**config.mk**
```make
export PLATFORM = sky130hd
export DESIGN_NAME = inter_cluster_router
export DESIGN_NICKNAME = d
export VERILOG_FILES = /design/src/rtl/icr_pkg.sv /design/src/rtl/icr_dest_expand.sv /design/src/rtl/icr_xbar.sv /design/src/rtl/icr_block_fsm.sv /design/src/rtl/inter_cluster_router.sv
export SDC_FILE = /design/constraint.sdc
export NUM_CORES = 1
export LEC_CHECK = 0
export CAP_MARGIN = 10
export CORE_MARGIN = 3
export CORE_UTILIZATION = 30
export DETAILED_ROUTE_END_ITERATION = 16
export GPL_ROUTABILITY_DRIVEN = 0
export PLACE_DENSITY = 0.56
export SLEW_MARGIN = 10
export SYNTH_ARGS = -nofsm -noshare
export SYNTH_HDL_FRONTEND = slang
export SYNTH_SLANG_ARGS = --single-unit
```
**constraint.sdc**
```tcl
create_clock -name clk -period 2.63 [get_ports clk]
set_input_delay 0.526 -clock clk [delete_from_list [all_inputs] [get_ports clk]]
set_output_delay 0.526 -clock clk [all_outputs]
set_load 0.01 [all_outputs]
```
**src/rtl/icr_pkg.sv**
```systemverilog
package icr_pkg;
    localparam int CL_N   = 4;
    localparam int CL_W   = 2;
    localparam int CODE_W = 3;

    typedef enum logic [0:0] {
        BLK_IDLE = 1'b0,
        BLK_HELD = 1'b1
    } blk_state_e;
endpackage

```
**src/rtl/icr_dest_expand.sv**
```systemverilog
module icr_dest_expand
    import icr_pkg::*;
(
    input  logic [CL_W-1:0]   src_cl,
    input  logic [CODE_W-1:0] code,
    output logic [CL_N-1:0]   mask
);
    logic [CL_W-1:0] peer;

    // partner cluster for the pair codes, wrapping modulo the cluster count
    assign peer = src_cl + (code[CL_W-1:0] + CL_W'(1));

    always_comb begin
        mask = '0;
        unique case (code)
            3'd0, 3'd1, 3'd2, 3'd3: mask[code[CL_W-1:0]] = 1'b1;
            3'd4, 3'd5, 3'd6: begin
                mask[src_cl] = 1'b1;
                mask[peer]   = 1'b1;
            end
            default: mask = '1;
        endcase
    end

    always_comb begin
        p_unicast_single_r2: assert (code[2] || ($countones(mask) == 1));
        p_pair_has_local_r3: assert (!(code[2] && code != 3'd7) ||
                                     (($countones(mask) == 2) && mask[src_cl]));
        p_broadcast_all_r4:  assert ((code != 3'd7) || (mask == '1));
    end
endmodule

```
**src/rtl/icr_xbar.sv**
```systemverilog
module icr_xbar
    import icr_pkg::*;
#(
    parameter int N_SLOT = 4,
    parameter int REG_W  = 4,
    parameter int DATA_W = 32
) (
    input  logic                            clk,
    input  logic                            rst_n,
    input  logic [N_SLOT-1:0]               vld,
    input  logic [N_SLOT-1:0][CL_W-1:0]     src,
    input  logic [N_SLOT-1:0][CL_N-1:0]     mask,
    input  logic [N_SLOT-1:0][REG_W-1:0]    dreg,
    input  logic [N_SLOT-1:0][DATA_W-1:0]   data,
    output logic [CL_N-1:0]                 arm,
    output logic [CL_N-1:0][REG_W-1:0]      arm_reg,
    output logic [CL_N-1:0]                 wr_en,
    output logic [CL_N-1:0][REG_W-1:0]      wr_reg,
    output logic [CL_N-1:0][DATA_W-1:0]     wr_data,
    output logic [CL_N-1:0]                 wr_clash
);
    localparam int SL_W  = (N_SLOT > 1) ? $clog2(N_SLOT) : 1;
    localparam int CNT_W = $clog2(N_SLOT + 1);

    for (genvar c = 0; c < CL_N; c++) begin : g_port
        logic [CNT_W-1:0]  hits;
        logic [SL_W-1:0]   win;
        logic              any;
        logic              en_q, clash_q;
        logic [REG_W-1:0]  reg_q;
        logic [DATA_W-1:0] data_q;

        // later slots overwrite earlier ones: highest-numbered slot wins
        always_comb begin
            hits = '0;
            win  = '0;
            any  = 1'b0;
            for (int s = 0; s < N_SLOT; s++) begin
                if (vld[s] && mask[s][c]) begin
                    hits = hits + CNT_W'(1);
                    win  = SL_W'(s);
                    any  = 1'b1;
                end
            end
        end

        assign arm[c]     = any && (src[win] != CL_W'(c));
        assign arm_reg[c] = dreg[win];

        always_ff @(posedge clk or negedge rst_n) begin
            if (!rst_n) begin
                en_q    <= 1'b0;
                clash_q <= 1'b0;
                reg_q   <= '0;
                data_q  <= '0;
            end else begin
                en_q    <= any;
                clash_q <= (hits > CNT_W'(1));
                if (any) begin
                    reg_q  <= dreg[win];
                    data_q <= data[win];
                end
            end
        end

        assign wr_en[c]    = en_q;
        assign wr_clash[c] = clash_q;
        assign wr_reg[c]   = reg_q;
        assign wr_data[c]  = data_q;
    end
endmodule

```
**src/rtl/icr_block_fsm.sv**
```systemverilog
module icr_block_fsm
    import icr_pkg::*;
#(
    parameter int REG_W = 4
) (
    input  logic             clk,
    input  logic             rst_n,
    input  logic             arm,
    input  logic [REG_W-1:0] arm_reg,
    input  logic             rd_vld_a,
    input  logic [REG_W-1:0] rd_reg_a,
    input  logic             rd_vld_b,
    input  logic [REG_W-1:0] rd_reg_b,
    output logic             held,
    output logic [REG_W-1:0] blk_reg,
    output logic             stall
);
    blk_state_e       st_q, st_nx;
    logic [REG_W-1:0] blk_q;

    always_ff @(posedge clk or negedge rst_n) begin
        if (!rst_n) begin
            st_q  <= BLK_IDLE;
            blk_q <= '0;
        end else begin
            st_q <= st_nx;
            if (arm) blk_q <= arm_reg;
        end
    end

    always_comb begin
        st_nx = st_q;
        unique case (st_q)
            BLK_IDLE: if (arm)  st_nx = BLK_HELD;  // ARM
            BLK_HELD: if (!arm) st_nx = BLK_IDLE;  // RELEASE, else RELOAD
            default:            st_nx = BLK_IDLE;
        endcase
    end

    always_comb begin
        held    = (st_q == BLK_HELD);
        blk_reg = blk_q;
        stall   = held && ((rd_vld_a && (rd_reg_a == blk_q)) ||
                           (rd_vld_b && (rd_reg_b == blk_q)));
    end
endmodule

```
**src/rtl/inter_cluster_router.sv**
```systemverilog
module inter_cluster_router
    import icr_pkg::*;
#(
    parameter int N_SLOT = 4,
    parameter int REG_W  = 4,
    parameter int DATA_W = 32
) (
    input  logic                          clk,
    input  logic                          rst_n,
    input  logic [N_SLOT-1:0]             slot_vld,
    input  logic [N_SLOT-1:0][1:0]        slot_src,
    input  logic [N_SLOT-1:0][2:0]        slot_code,
    input  logic [N_SLOT-1:0][REG_W-1:0]  slot_reg,
    input  logic [N_SLOT-1:0][DATA_W-1:0] slot_data,
    input  logic [3:0]                    rd_vld_a,
    input  logic [3:0][REG_W-1:0]         rd_reg_a,
    input  logic [3:0]                    rd_vld_b,
    input  logic [3:0][REG_W-1:0]         rd_reg_b,
    output logic [3:0]                    wr_en,
    output logic [3:0][REG_W-1:0]         wr_reg,
    output logic [3:0][DATA_W-1:0]        wr_data,
    output logic [3:0]                    wr_clash,
    output logic [3:0]                    stall
);
    logic [N_SLOT-1:0][CL_N-1:0] slot_mask;
    logic [CL_N-1:0]             arm;
    logic [CL_N-1:0][REG_W-1:0]  arm_reg;
    logic [CL_N-1:0]             held;
    logic [CL_N-1:0][REG_W-1:0]  blk_reg;

    for (genvar s = 0; s < N_SLOT; s++) begin : g_slot
        icr_dest_expand u_exp (
            .src_cl (slot_src[s]),
            .code   (slot_code[s]),
            .mask   (slot_mask[s])
        );
    end

    icr_xbar #(.N_SLOT(N_SLOT), .REG_W(REG_W), .DATA_W(DATA_W)) u_xbar (
        .clk      (clk),
        .rst_n    (rst_n),
        .vld      (slot_vld),
        .src      (slot_src),
        .mask     (slot_mask),
        .dreg     (slot_reg),
        .data     (slot_data),
        .arm      (arm),
        .arm_reg  (arm_reg),
        .wr_en    (wr_en),
        .wr_reg   (wr_reg),
        .wr_data  (wr_data),
        .wr_clash (wr_clash)
    );

    for (genvar c = 0; c < CL_N; c++) begin : g_blk
        icr_block_fsm #(.REG_W(REG_W)) u_fsm (
            .clk      (clk),
            .rst_n    (rst_n),
            .arm      (arm[c]),
            .arm_reg  (arm_reg[c]),
            .rd_vld_a (rd_vld_a[c]),
            .rd_reg_a (rd_reg_a[c]),
            .rd_vld_b (rd_vld_b[c]),
            .rd_reg_b (rd_reg_b[c]),
            .held     (held[c]),
            .blk_reg  (blk_reg[c]),
            .stall    (stall[c])
        );

        p_write_has_source_r5: assert property (@(posedge clk) disable iff (!rst_n)
            wr_en[c] |-> $past(|slot_vld));
        p_clash_with_write_r6: assert property (@(posedge clk) disable iff (!rst_n)
            wr_clash[c] |-> wr_en[c]);
        p_held_matches_port_r7: assert property (@(posedge clk) disable iff (!rst_n)
            held[c] |-> (wr_en[c] && (wr_reg[c] == blk_reg[c])));
        p_stall_only_on_write_r7: assert property (@(posedge clk) disable iff (!rst_n)
            stall[c] |-> wr_en[c]);
        p_release_r8: assert property (@(posedge clk) disable iff (!rst_n)
            (held[c] && !arm[c]) |=> !held[c]);
    end
endmodule

```
[Yosys cells after proc, flatten, opt, wreduce, memory -nomap -nowiden]
Index checks and enable logic that the tools add are counted.
Word-level totals
  register bits: 172
  bits of input ports: 210
  output and inout bits: 156
  word-level logic and storage cells: 276
Cells by class
  add/subtract/negate cells: 20
  order comparisons: 32
  eq/ne operators: 35
  muxes and demuxes: 100
  bitwise logic cells: 4
  reduce and logical (&&, ||, !) cells: 61
Operator list (count)
  $bmux 32 s2: 4
  $mux 32: 4
  $lt 2x3->1 const B: 16
  $logic_and 1x1->1: 44
  $mux 1: 40
  $eq 3x3->1 const B: 12
  $mux 3: 12
  $bmux 4 s2: 4
  $eq 4x4->1: 8
  $pmux 4 s2: 4
  $add 3x1->3 const B: 8
  $demux 1 s2: 12
  $eq 3x2->1 const B: 8
  $ge 2x1->1 const B: 12
  $mux 2: 12
  $bmux 2 s2: 4
  $mux 4: 4
  $or 4x4->4: 4
  $reduce_or 4->1: 4
  $eq 3x1->1 const B: 4
  $gt 3x1->1 const B: 4
  $logic_not 3->1: 4
  $reduce_or 3->1: 4
  $add 1x1->2 const B: 4
  6 further kinds: 16

[Logic depth before layout (Yosys ltp)]
  word-level depth: 17
  gate-level depth with buffers: 16
  mapped depth without buffers: 14

[Modules after synthesis]
Synthesis repeated with hierarchy kept, for this count alone.
Unflattened totals
  cells, all modules: 1157
  area, all modules: 11324.6 um^2
By module, submodules not included
  icr_xbar: instances 1, cells an instance 966, area an instance 9424.0 um^2, seq. area each 3803.6 um^2
  icr_block_fsm: instances 4, cells an instance 21, area an instance 272.8 um^2, seq. area each 125.1 um^2
  icr_dest_expand at g_slot[1].u_exp ...: instances 2, cells an instance 26, area an instance 209.0 um^2, seq. area each 0.0 um^2
  icr_dest_expand at g_slot[3].u_exp: instances 1, cells an instance 27, area an instance 196.4 um^2, seq. area each 0.0 um^2
  icr_dest_expand at g_slot[0].u_exp: instances 1, cells an instance 28, area an instance 195.2 um^2, seq. area each 0.0 um^2

[Least setup slack after synthesis]
OpenSTA, ideal clock, no wires.
  path type: input to register
  from: input port slot_code[3] (netlist name)
  to: register u_xbar.g_port[3].clash_q
  library setup time: 126 ps
  arrival: 3581 ps
  path slack: -1077 ps
  cell stages on the path: 14
  path buffers: 5
  cell sequence: clkbuf_1 -> inv_1 -> ha_1 -> xor3_1 -> o21ai_0 -> o21ai_0 -> buf_2 -> buf_2 -> ha_1 -> clkbuf_1 -> clkbuf_1 -> mux2i_1 -> ha_1 -> o32a_1
On the way
  cells in the longest elaborated chain, start to end: 15
  elaborated cells between the ends (all ways): 30
  classes of those cells: add/sub (4); order compare (5); eq/ne (6); mux (8); bitwise (1); reduce/logical (6)
RTL lines
  from (decl): line inter_cluster_router.sv:12  | input logic [N_SLOT-1:0][2:0] slot_code,
  $add 2x1->2: line icr_dest_expand.sv:11  | assign peer = src_cl + (code[CL_W-1:0] + CL_W'(1));
  $add 2x2->2: line icr_dest_expand.sv:11
  $lt 2x3->1 (not written as such) or $ge 2x1->1 (tied branches): line icr_dest_expand.sv:19  | mask[peer] = 1'b1;
  $logic_and 1x1->1 (not written as such): line icr_dest_expand.sv:19
  $mux 1 (not written as such): line icr_dest_expand.sv:19
  $demux 1 s2
  $or 4x4->4 (no source line)
  $pmux 4 s2 *: line icr_dest_expand.sv:15  | unique case (code)
  $logic_and 1x1->1 *: line icr_xbar.sv:39  | if (vld[s] && mask[s][c]) begin
  $mux 3 *: line icr_xbar.sv:39
  $add 3x1->3: line icr_xbar.sv:40  | hits = hits + CNT_W'(1);
  $mux 3 *: line icr_xbar.sv:39
  $add 3x1->3: line icr_xbar.sv:40
  $mux 3 *: line icr_xbar.sv:39
  $gt 3x1->1 *: line icr_xbar.sv:58  | clash_q <= (hits > CNT_W'(1));
  to (signal assigned): line icr_xbar.sv:58
  to (decl): line icr_xbar.sv:29  | logic en_q, clash_q;
Mark *: on every way between the ends. The rest lies on a longest branch, timed or not.
A chain may end at the register's enable or synchronous reset.

[Final worst setup path]
  from: input port slot_src[7] (netlist name)
  to: register g_blk[1].u_fsm.blk_q[0]
On the way
  cells in the longest elaborated chain, start to end: 13
  elaborated cells between the ends (all ways): 22
  classes of those cells: add/sub (1); order compare (4); eq/ne (1); mux (11); bitwise (1); reduce/logical (4)
RTL lines
  from (decl): line inter_cluster_router.sv:11  | input logic [N_SLOT-1:0][1:0] slot_src,
  $add 2x2->2: line icr_dest_expand.sv:11
  $lt 2x3->1 (not written as such) or $ge 2x1->1 (tied branches): line icr_dest_expand.sv:19
  $logic_and 1x1->1 (not written as such): line icr_dest_expand.sv:19
  $mux 1 (not written as such): line icr_dest_expand.sv:19
  $demux 1 s2
  $or 4x4->4 (no source line)
  $pmux 4 s2: line icr_dest_expand.sv:15
  $logic_and 1x1->1: line icr_xbar.sv:39
  $mux 2: line icr_xbar.sv:39
  $bmux 2 s2: line icr_xbar.sv:47  | assign arm[c] = any && (src[win] != CL_W'(c));
  $mux 2 (not written as such): line icr_xbar.sv:47
  $ne 2x1->1: line icr_xbar.sv:47
  $logic_and 1x1->1 *: line icr_xbar.sv:47
  net g_blk[1].u_fsm.arm: line icr_block_fsm.sv:8  | input logic arm,
  to (signal assigned): line icr_block_fsm.sv:27  | if (arm) blk_q <= arm_reg;
  to (decl): line icr_block_fsm.sv:19  | logic [REG_W-1:0] blk_q;
Mark *: on every way through the listed nets, which the timed path passes. The rest lies on a longest branch. The select of a mux whose other input is x is not followed.

==> report_table.html <==
<table>
<tr><th>Metric</th><th>Value</th></tr>
<tr><th colspan="2">Power</th></tr>
<tr><td>Switching power total</td><td>4.24 mW</td></tr>
<tr><td>Power share of the combinational group</td><td>45.7%</td></tr>
<tr><td>Proportion of power drawn by flip-flops and latches</td><td>31.8%</td></tr>
<tr><td>Power density cells</td><td>629 nW/um2</td></tr>
<tr><td>Net switching fraction of the power</td><td>35.3%</td></tr>
<tr><td>Worst ir drop on vdd</td><td>0.000403 V</td></tr>
<tr><td>Leakage Power</td><td>8.12 nW</td></tr>
<tr><td>Clock share of power</td><td>roughly 22%</td></tr>
<tr><td>Design internal power</td><td>7.76 mW</td></tr>
<tr><th colspan="2">Worst setup path</th></tr>
<tr><td>R2R Setup Slk</td><td>1.60 ns</td></tr>
<tr><td>Crit-path slowest cell</td><td>sky130_fd_sc_hd__clkdlybuf4s50_1</td></tr>
<tr><td>Top delay family on crit path</td><td>buffers and inverters</td></tr>
<tr><td>Critical path type</td><td>in -&gt; reg</td></tr>
<tr><td>Slowest stage delay, CP</td><td>approximately 0.50 ns</td></tr>
<tr><td>Number of buffer and inverter instances along the worst setup path</td><td>2</td></tr>
<tr><td>Critical-path cell list</td><td>clkdlybuf4s50_1 -&gt; xnor3_2 -&gt; or2_2 -&gt; a31oi_4 -&gt; nor2_2 -&gt; a211oi_4 -&gt; buf_6 -&gt; mux2_2</td></tr>
<tr><td>Critical path peak fanout</td><td>5</td></tr>
<tr><td>Required time reported for the critical path endpoint</td><td>~3.0 ns</td></tr>
<tr><td>Nature of the critical path startpoint</td><td>primary input</td></tr>
<tr><td>Worst Setup End Kind</td><td>register</td></tr>
<tr><td>Arrival time of data at the critical path endpoint</td><td>2.90 ns</td></tr>
<tr><th colspan="2">Floorplanning</th></tr>
<tr><td>Count of pins on the block boundary</td><td>366</td></tr>
<tr><td>Area of the die</td><td>~43000 um2</td></tr>
<tr><td>Die extent in x</td><td>207 um</td></tr>
<tr><td>Effective utilization at floorplan</td><td>slightly above 30%</td></tr>
<tr><td>Die Y-Extent</td><td>just over 200 um</td></tr>
<tr><td>Placeable Area</td><td>roughly 40000 um2</td></tr>
<tr><td>Standard-cell row count</td><td>between 70 and 80</td></tr>
<tr><th colspan="2">Synth</th></tr>
<tr><td>Dominant synthesized flop cell</td><td>sky130_fd_sc_hd__dfrtp_1</td></tr>
<tr><td>Register area share after synthesis</td><td>35.4%</td></tr>
<tr><td>Mean instance size in the synthesized netlist</td><td>9.02 um2</td></tr>
<tr><td>Cell Area, Synth</td><td>12200 um2</td></tr>
<tr><td>Synth warn</td><td>0</td></tr>
<tr><td>Number of nets in the synthesized netlist</td><td>1574</td></tr>
<tr><td>Netlist cell types</td><td>64</td></tr>
<tr><td>Number of cells produced by synthesis</td><td>1348</td></tr>
<tr><td>Share of synthesized flip-flops with an asynchronous set or reset</td><td>100%</td></tr>
<tr><td>EDFF count, synth</td><td>0</td></tr>
<tr><td>Number of storage elements in the synthesis netlist</td><td>~170</td></tr>
<tr><th colspan="2">Timing</th></tr>
<tr><td>Final sum of negative setup slack</td><td>0 ns</td></tr>
<tr><td>Highest Clock Rate</td><td>390 MHz</td></tr>
<tr><td>Pins over their slew limit</td><td>0</td></tr>
<tr><td>Shortest clock period the worst path allows after layout</td><td>2.56 ns</td></tr>
<tr><td>Count of endpoints failing hold in the final timing report</td><td>0</td></tr>
<tr><td>Worst hold margin</td><td>0.0811 ns</td></tr>
<tr><td>Final clock skew</td><td>0 ns</td></tr>
<tr><td>Slew at the pin closest to its max-slew limit</td><td>around 0.59 ns</td></tr>
<tr><td>Final setup violating endpoints</td><td>0</td></tr>
<tr><td>Rel. slew slack</td><td>between 60% and 70%</td></tr>
<tr><td>Final period util</td><td>97.4%</td></tr>
<tr><th colspan="2">Global route</th></tr>
<tr><td>First-pass GRT wire length</td><td>81.9 mm</td></tr>
<tr><td>Initial antenna violation count</td><td>5</td></tr>
<tr><td>Vias in the first global route</td><td>13063</td></tr>
<tr><td>Maximum number of pins on one net before global-route repair</td><td>60</td></tr>
<tr><td>Total overflow reported by the global router</td><td>0</td></tr>
<tr><td>Total GRT Usage</td><td>~24%</td></tr>
<tr><th colspan="2">Clock network</th></tr>
<tr><td>H-tree depth</td><td>4</td></tr>
<tr><td>Hold bufs inserted after CTS</td><td>0</td></tr>
<tr><td>Clock slew at reported path FFs</td><td>0.08 ns</td></tr>
<tr><td>Clock tree from TritonCTS</td><td>done</td></tr>
<tr><td>Clk root buf</td><td>sky130_fd_sc_hd__clkbuf_16</td></tr>
<tr><td>Clock tree buffer depth</td><td>2</td></tr>
<tr><td>Num CTS Buffers</td><td>17</td></tr>
<tr><td>Clock network latency to the later pin of the worst-skew pair</td><td>0.44 ns</td></tr>
<tr><td>Clock sink count</td><td>172</td></tr>
<tr><th colspan="2">Drt</th></tr>
<tr><td>Drt via density</td><td>5.40</td></tr>
<tr><td>DRC errors left</td><td>0</td></tr>
<tr><td>Initial DRC count</td><td>880</td></tr>
<tr><td>Antenna-violating nets left</td><td>0</td></tr>
<tr><td>Vias post-DR</td><td>12624</td></tr>
<tr><td>First drt pass iteration count</td><td>5</td></tr>
<tr><td>Final Routed Wirelength</td><td>54.1 mm</td></tr>
<tr><td>Routed length per placed instance</td><td>23.2 um</td></tr>
<tr><th colspan="2">Cells and area</th></tr>
<tr><td>Final #Nets</td><td>2019</td></tr>
<tr><td># fillers</td><td>3791</td></tr>
<tr><td>Max FFs per register</td><td>128</td></tr>
<tr><td>Share of cells above drive strength 1</td><td>21.9%</td></tr>
<tr><td>Layout-stage area growth over the synthesis result</td><td>56.8%</td></tr>
<tr><th colspan="2">Run</th></tr>
<tr><td>Number of maximum-capacitance violations</td><td>0</td></tr>
<tr><th colspan="2">Placed design</th></tr>
<tr><td>Post-detail-place hpwl</td><td>40.1 mm</td></tr>
<tr><td>Count of input and output buffers</td><td>365</td></tr>
<tr><th colspan="2">Hold path</th></tr>
<tr><td>Min-delay worst type</td><td>in -&gt; async</td></tr>
<tr><th colspan="2">Run status</th></tr>
<tr><td>Outcome</td><td>completed</td></tr>
</table>
## path summary, 6_finish.rpt
path	from	endpoint	cells past startpoint
worst min register to register	u_xbar.g_port[1].reg_q[2]$_DFFE_PN0P_	u_xbar.g_port[1].reg_q[2]$_DFFE_PN0P_	1
max in group asynchronous	rst_n	u_xbar.g_port[2].data_q[13]$_DFFE_PN0P_	2
worst min-delay path	rst_n	u_xbar.g_port[1].data_q[16]$_DFFE_PN0P_	1
worst max-delay path	slot_src[7]	g_blk[1].u_fsm.blk_reg[0]$_DFFE_PN0P_	8
min in group clk	u_xbar.g_port[1].reg_q[2]$_DFFE_PN0P_	u_xbar.g_port[1].reg_q[2]$_DFFE_PN0P_	1
worst max register to register	u_xbar.g_port[3].data_q[30]$_DFFE_PN0P_	u_xbar.g_port[3].data_q[30]$_DFFE_PN0P_	4
## routing by layer
metal	vias up	global-route usage [%]	routed length (um)
li1	5870	-	-
met1	6150	31.2	22700
met2	533	41.5	26700
met3	71	4.58	3300
met4	0	8.38	1500
met5	-	0	0
## kinds of logic after synthesis
logic type / synth area share (%)
simple gates: 14.5
fa+ha+maj: 1.65
flops: 35.4
xor+xnor: 4.55
compound gates: 23.3
buf+inv: 6.82
mux: 13.8
## what timing repair did
item                       4_1_cts  5_1_grt
resized for setup               38       44
setup endpoints to repair      158      160
pin swaps                       18       16
setup buffers                   12        4
## worst register-to-register path, stage by stage (launching register included)
cell and delay [ns]:
sky130_fd_sc_hd__dfrtp_1 0.41, sky130_fd_sc_hd__inv_1 0.05, sky130_fd_sc_hd__a21oi_1 0.14, sky130_fd_sc_hd__a21oi_1 0.06, sky130_fd_sc_hd__a221oi_1 0.28
## cells in the mapped netlist, drive strengths merged (16+ instances only)
library cell / n / share of area, %
o221ai: 70 / 5.0
nor2: 83 / 2.7
mux2: 32 / 3.0
xnor2: 22 / 1.6
xor2: 28 / 2.0
mux2i: 132 / 11
buf: 60 / 2.9
dfrtp: 172 / 35
a221oi: 33 / 2.4
a221o: 29 / 2.4
a21oi: 105 / 4.3
inv: 59 / 1.8
nand3: 20 / 0.82
a2bb2oi: 20 / 1.4
nand2: 126 / 3.9
o21ai: 64 / 2.6
and3: 61 / 3.1
clkbuf: 67 / 2.1
ha: 16 / 1.6
nor3: 16 / 0.74
## layout make-up
class | count | area [um2] | area share, %
well taps | 525 | 657 | 3.45
clock inverters | 8 | 106 | 0.558
flip-flops and latches | 172 | 4300 | 22.6
inverters | 59 | 229 | 1.20
multi-input cells | 990 | 7800 | 40.9
clock buffers | 23 | 488 | 2.56
repair buffers | 553 | 5470 | 28.7
diodes | 6 | 15.0 | 0.0788
## cell usage in the layout, fill, tap and decap left out, drive strengths merged, types with 22 or more instances in the layout
master	netlist	final
a21oi	105	105
a221o	29	29
a221oi	33	33
and3	61	61
buf	60	188
clkbuf	67	24
clkdlybuf4s50	0	347
dfrtp	172	172
inv	59	61
mux2	32	32
mux2i	132	132
nand2	126	126
nor2	83	83
o21ai	64	64
o221ai	70	70
xnor2	22	22
xor2	28	28
## power by group through the flow
stage	Clock (mW)	Combinational (mW)	Sequential, mW
CTS	2.76	5.45	3.82
floorplan	0	2.47	3.97
detailed placement	0	5.36	3.86
global placement	0	5.30	3.85
global route	2.84	5.88	3.90
finish	2.69	5.49	3.82
## through the flow
stage | area [um2] | cells | power [mW] | setup WS, ns | util, %
6_report | 19100 | 2336 | 12.0 | 0.0691 | 47.8
5_1_grt | 19100 | 2335 | 12.6 | -0.0123 | 47.8
3_5_place_dp | 18000 | 2283 | 9.22 | -0.720 | 45.2
3_3_place_gp | 18000 | 2283 | 9.15 | -0.706 | 45.2
4_1_cts | 18800 | 2326 | 12.0 | -0.00399 | 47.2
2_1_floorplan | 12900 | 1348 | 6.44 | -0.390 | -
Note: power is estimated with default switching activity, not from simulation.
